==> src/rtl/ser_chan_status.sv <==
`timescale 1ns/1ps
module ser_chan_status (
  input  logic       clk,
  input  logic       rst_n,
  input  logic       rx_load,
  input  logic       rx_perr,
  input  logic       rx_ferr,
  input  logic       rx_shift_full,
  input  logic       tx_empty,
  input  logic       cd_in,
  input  logic       io_stop,
  input  logic       rx_data_rd,
  input  logic       efr_wr,
  input  logic       efr_val,
  input  logic       st_wr,
  input  logic [7:0] st_wdata,
  output logic [7:0] status,
  output logic       irq
);
  logic cd_meta, cd_sync;
  logic full, ovr, perr, ferr, rie, tie;

  wire accept  = rx_load & ~full;
  wire clr_all = cd_sync | io_stop;
  wire clr_err = (efr_wr & ~efr_val) | clr_all;

  always_ff @(posedge clk or negedge rst_n) begin
    if (!rst_n) begin
      cd_meta <= 1'b0;
      cd_sync <= 1'b0;
    end else begin
      cd_meta <= cd_in;
      cd_sync <= cd_meta;
    end
  end

  always_ff @(posedge clk or negedge rst_n) begin
    if (!rst_n) begin
      full <= 1'b0;
      ovr  <= 1'b0;
      perr <= 1'b0;
      ferr <= 1'b0;
    end else begin
      if (accept) full <= 1'b1;
      else if (rx_data_rd | clr_all) full <= 1'b0;

      if (rx_shift_full & full) ovr <= 1'b1;
      else if (clr_err) ovr <= 1'b0;

      if (accept) begin
        perr <= rx_perr;
        ferr <= rx_ferr;
      end else if (clr_err) begin
        perr <= 1'b0;
        ferr <= 1'b0;
      end
    end
  end

  always_ff @(posedge clk or negedge rst_n) begin
    if (!rst_n) begin
      rie <= 1'b0;
      tie <= 1'b0;
    end else if (st_wr) begin
      rie <= st_wdata[3];
      tie <= st_wdata[0];
    end
  end

  assign status = {full, ovr, perr, ferr, rie, cd_sync, tx_empty, tie};
  assign irq    = (rie & (full | ovr | perr | ferr | cd_sync)) | (tie & tx_empty);
endmodule


==> config.mk <==
export PLATFORM = sky130hd
export DESIGN_NAME = ser_chan_status
export DESIGN_NICKNAME = d
export VERILOG_FILES = /design/src/rtl/ser_chan_status.sv
export SDC_FILE = /design/constraint.sdc
export NUM_CORES = 1
export LEC_CHECK = 0
export ABC_AREA = 0
export BUFFER_PORTS_ARGS = -buffer_cell sky130_fd_sc_hd__buf_2
export CORE_AREA = 2 2 39 41
export DETAILED_ROUTE_END_ITERATION = 10
export DIE_AREA = 0 0 41 43
export PLACE_DENSITY_LB_ADDON = 0.12
export REMOVE_ABC_BUFFERS = 1
export SETUP_SLACK_MARGIN = 0.1
export SYNTH_ARGS = -nofsm -noshare
export SYNTH_HDL_FRONTEND = slang
export SYNTH_SLANG_ARGS = --single-unit
==> constraint.sdc <==
create_clock -name clk -period 1.4 [get_ports clk]
set_input_delay 0.28 -clock clk [delete_from_list [all_inputs] [get_ports clk]]
set_output_delay 0.28 -clock clk [all_outputs]
set_load 0.005 [all_outputs]
==> results <==
- The run finished with clean final reports.
- The standard-cell row count is 14.
- No sink is reached through more buffers than the 2 on the longest clock path.
- The routed wire length is 676 µm.
- In this run, placement finished with an instance count of 67.
- The count of buffers added on input and output ports is 23.
- Of the total synthesized cell area, the portion taken by AND, OR, NAND and NOR gates is 0.123.
- The total power draw is 535 µW.
- The leakage power is 0.280 nW.
- The number of iterations in the first detailed-routing pass is 1.
- Of the total synthesized cell area, the portion taken by XOR and XNOR cells is 0.
- A synthesized cell averages 11.5 µm².
- The critical path data arrival time is 1.02 ns.
- Setup total negative slack on the finished layout was measured at 0 ns.
- The nature of the critical path startpoint is a flip-flop.
- The relative max-transition margin is 0.784.
- The total standard cell area after synthesis is 415 µm².
- By area the synthesized netlist is led by sky130_fd_sc_hd__dfrtp_1 (48%), sky130_fd_sc_hd__buf_4 (14%), sky130_fd_sc_hd__o41ai_2 (7.8%).
- The ratio of cells with drive above 1 in the final layout is 0.655.
- The count of nets left with antenna violations once routing finished came out at 0.
- The final critical path time including I/O delays and setup is 1.30 ns.
- The fraction of the yosys area taken by sequential cells is 0.482.
- The final global-route overflow total is 0.
- After the first detailed-routing iteration, the DRC count stood at 0.
- For this design, the sink count on the clock tree is 8.
- The worst vdd rail ir drop is 0.545 mV.
- The count of endpoints failing setup in the final report is 0.
- For this run, the total global-route usage over all layers was measured as 0.0866.
- For this configuration, the core starts out at a cell density of 0.300.
- The tree is rooted in a sky130_fd_sc_hd__clkbuf_4.
- By startpoint and endpoint, the worst setup path is classified as flip-flop to output pin.
- Setup repair after global routing could not meet its margin everywhere.
- The count of unresolved DRC violations after routing is 0.
- Of all nets on the critical path, the largest fanout is 3.
- The count of mapped cells out of synthesis is 36.
- The kind of capture point of the worst setup path is an output pin.
- Compared with the post-synthesis result, the final layout area differs by 34.0%.
- The clock transition at the register clock pins on the worst setup and hold paths after CTS is 0.05 ns.
- The die footprint is 1760 µm².
- The total of warnings raised by yosys is 0.
- Synthesis instantiated 15 different standard cells from the library.
- The final weighted congestion in routability-driven placement is 0.567.
- The tool flagged a number of max-cap violations equal to 0.
- Data on the critical path is required at its endpoint by 1.12 ns.
- For this design the top-level I/O count stands at 30.
- The detail-routed net length per standard cell is 9.14 µm.
- For this run, the share of the core covered by cells in the final layout is 0.402.
- The die is 41 µm wide.
- The dominant combinational cell family by area after synthesis is buffers and inverters.
- The repair_antennas step left the layout with diodes totalling 0.
- The H-tree depth reported by CTS is 1.
- The area fraction in compound gates after synthesis is 0.169.
- The number of nets in the finished design is 81.
- The hold violation count in the final report is 0.
- The worst slack at placement is 0.267 ns.
- Counting the fill cells in the layout gives 151.
- In the routed layout, each cell is associated on average with a via count of 4.22.
- Of the post-synthesis cell area, the dominant cell type holds 0.482.
- The later pin in the worst-skew pair is clocked with a latency of 0.24 ns.
- The final worst clock skew is 0.00262 ns.
- The HPWL reported at the end of detailed placement is 569 µm.
- The placeable core region is 1380 µm².
- The transition time at the pin with the least slew margin is 0.324 ns.
- The final count of pins violating max slew is 0.
- Entering global routing, the biggest net connects 9 pins.
- The die is 43 µm tall.
- The via count of the first global-routing pass was 281.
- After synthesis the netlist holds a flip-flop and latch count of 8.
- The class of the worst hold path is primary input to flip-flop.
- After layout, the worst setup slack is 0.0966 ns.
- The total via count in the routed design is 312.
- The number of antenna violations at the first check in global routing is 0.
- The multiplexer area fraction after synthesis is 0.0542.
- The most area-hungry cell type in the Yosys netlist is sky130_fd_sc_hd__dfrtp_1.
- In this run the power density over the cells is 960 nW/µm².
- The number of buffers created by CTS is 3.
- Once layout is complete, the cells apart from fillers number 74.
- The clock tree from TritonCTS is built.
- The fmax is 767 MHz.
- The first global-routing pass estimated 1.05 mm of wire.
- The final clock period utilization by the worst path is 0.931.
- Of the total synthesized cell area, the portion taken by full adders, half adders and majority gates is 0.
[where the power goes]
| part | internal (mW) | switching [mW] | total [mW] |
|---|---|---|---|
| Clock | 0.0972 | 0.0654 | 0.163 |
| Combinational | 0.0638 | 0.0422 | 0.106 |
| Sequential | 0.250 | 0.0161 | 0.266 |
[cells by family (layout without fill, tap and decap cells)]
group / Yosys count / count (layout)
compound gates: 7 / 7
mux: 2 / 2
simple gates: 8 / 8
flops: 8 / 8
buf+inv: 11 / 33
[synth_stat cells]
cell	instances
sky130_fd_sc_hd__buf_4	8
sky130_fd_sc_hd__dfrtp_1	8
sky130_fd_sc_hd__inv_1	3
sky130_fd_sc_hd__a21oi_1	2
sky130_fd_sc_hd__mux2_2	2
sky130_fd_sc_hd__nand3b_1	2
sky130_fd_sc_hd__nor2b_1	2
sky130_fd_sc_hd__o41ai_2	2
sky130_fd_sc_hd__a211oi_1	1
sky130_fd_sc_hd__nand2_1	1
sky130_fd_sc_hd__nand2b_1	1
sky130_fd_sc_hd__nor3_1	1
sky130_fd_sc_hd__o21bai_1	1
sky130_fd_sc_hd__o31ai_2	1
sky130_fd_sc_hd__or2_4	1
[layout by cell type (no fill, tap or decap)]
cell type | synthesis | final
sky130_fd_sc_hd__a211oi_2 | 0 | 1
sky130_fd_sc_hd__a21oi_1 | 2 | 2
sky130_fd_sc_hd__buf_2 | 0 | 23
sky130_fd_sc_hd__buf_4 | 8 | 3
sky130_fd_sc_hd__clkbuf_4 | 0 | 3
sky130_fd_sc_hd__dfrtp_1 | 8 | 7
sky130_fd_sc_hd__dfrtp_2 | 0 | 1
sky130_fd_sc_hd__dlygate4sd3_1 | 0 | 1
sky130_fd_sc_hd__inv_1 | 3 | 3
sky130_fd_sc_hd__mux2_2 | 2 | 2
sky130_fd_sc_hd__nand2_1 | 1 | 1
sky130_fd_sc_hd__nand2b_1 | 1 | 1
sky130_fd_sc_hd__nand3b_1 | 2 | 2
sky130_fd_sc_hd__nor2b_1 | 2 | 2
sky130_fd_sc_hd__nor3_2 | 0 | 1
sky130_fd_sc_hd__o21bai_1 | 1 | 1
sky130_fd_sc_hd__o31ai_2 | 1 | 1
sky130_fd_sc_hd__o41ai_2 | 2 | 2
sky130_fd_sc_hd__or2_4 | 1 | 1
[through the flow]
stage / hold slack [ns] / instance area [µm²]
4_1_cts: 0.133 / 549
3_3_place_gp: 0.127 / 490
2_1_floorplan: -0.0156 / 355
3_5_place_dp: 0.127 / 490
6_report: 0.142 / 557
5_1_grt: 0.131 / 557
[sequential cells by signal (all words and copies together), names as in the netlist]
signal	cells
cd_meta	1
cd_sync	1
ferr	1
full	1
ovr	1
perr	1
rie	1
tie	1
[final timing paths]
kind / startpoint / to / slack, ns / depth (start not counted)
worst max-delay path: perr$_DFFE_PN0P_ / irq / 0.1 / 3
worst min-delay path: cd_in / cd_meta$_DFF_PN0_ / 0.14 / 1
worst max register to register: cd_sync$_DFF_PN0_ / perr$_DFFE_PN0P_ / 0.24 / 3
worst min register to register: cd_meta$_DFF_PN0_ / cd_sync$_DFF_PN0_ / 0.35 / 0
max in group asynchronous: rst_n / full$_DFFE_PN0P_ / 0.83 / 2
min in group asynchronous: rst_n / cd_meta$_DFF_PN0_ / 0.40 / 2
[worst max-delay path, stage by stage (launching register included)]
cell	delay, ns
sky130_fd_sc_hd__dfrtp_1	0.39
sky130_fd_sc_hd__a211oi_2	0.19
sky130_fd_sc_hd__a21oi_1	0.08
sky130_fd_sc_hd__buf_2	0.12
[area by class of cell]
cell class / count / area, µm² / share of cell area
Inverter: 3 / 11.3 / 0.0202
Timing Repair Buffer: 27 / 148 / 0.265
Tap cell: 16 / 20.0 / 0.0360
Clock buffer: 3 / 22.5 / 0.0404
Multi-Input combinational cell: 17 / 154 / 0.276
Sequential cell: 8 / 201 / 0.362
[timing repair]
action,in CTS,in global routing
endpoints found under the hold margin,8,0
setup endpoints to repair,1,1
setup buffers,2,1
hold buffers,1,0
pin swaps,2,1
gates cloned,0,0
gates resized for setup,3,0
[layer usage]
layer | wire (µm) | up-vias | GRT usage
li1 | - | 162 | -
met1 | 293 | 137 | 0.114
met2 | 325 | 13 | 0.122
met3 | 57 | 0 | 0.0157
met4 | 0 | 0 | 0.0600
met5 | 0 | - | 0
No activity file was read; power rests on OpenSTA's default activity.
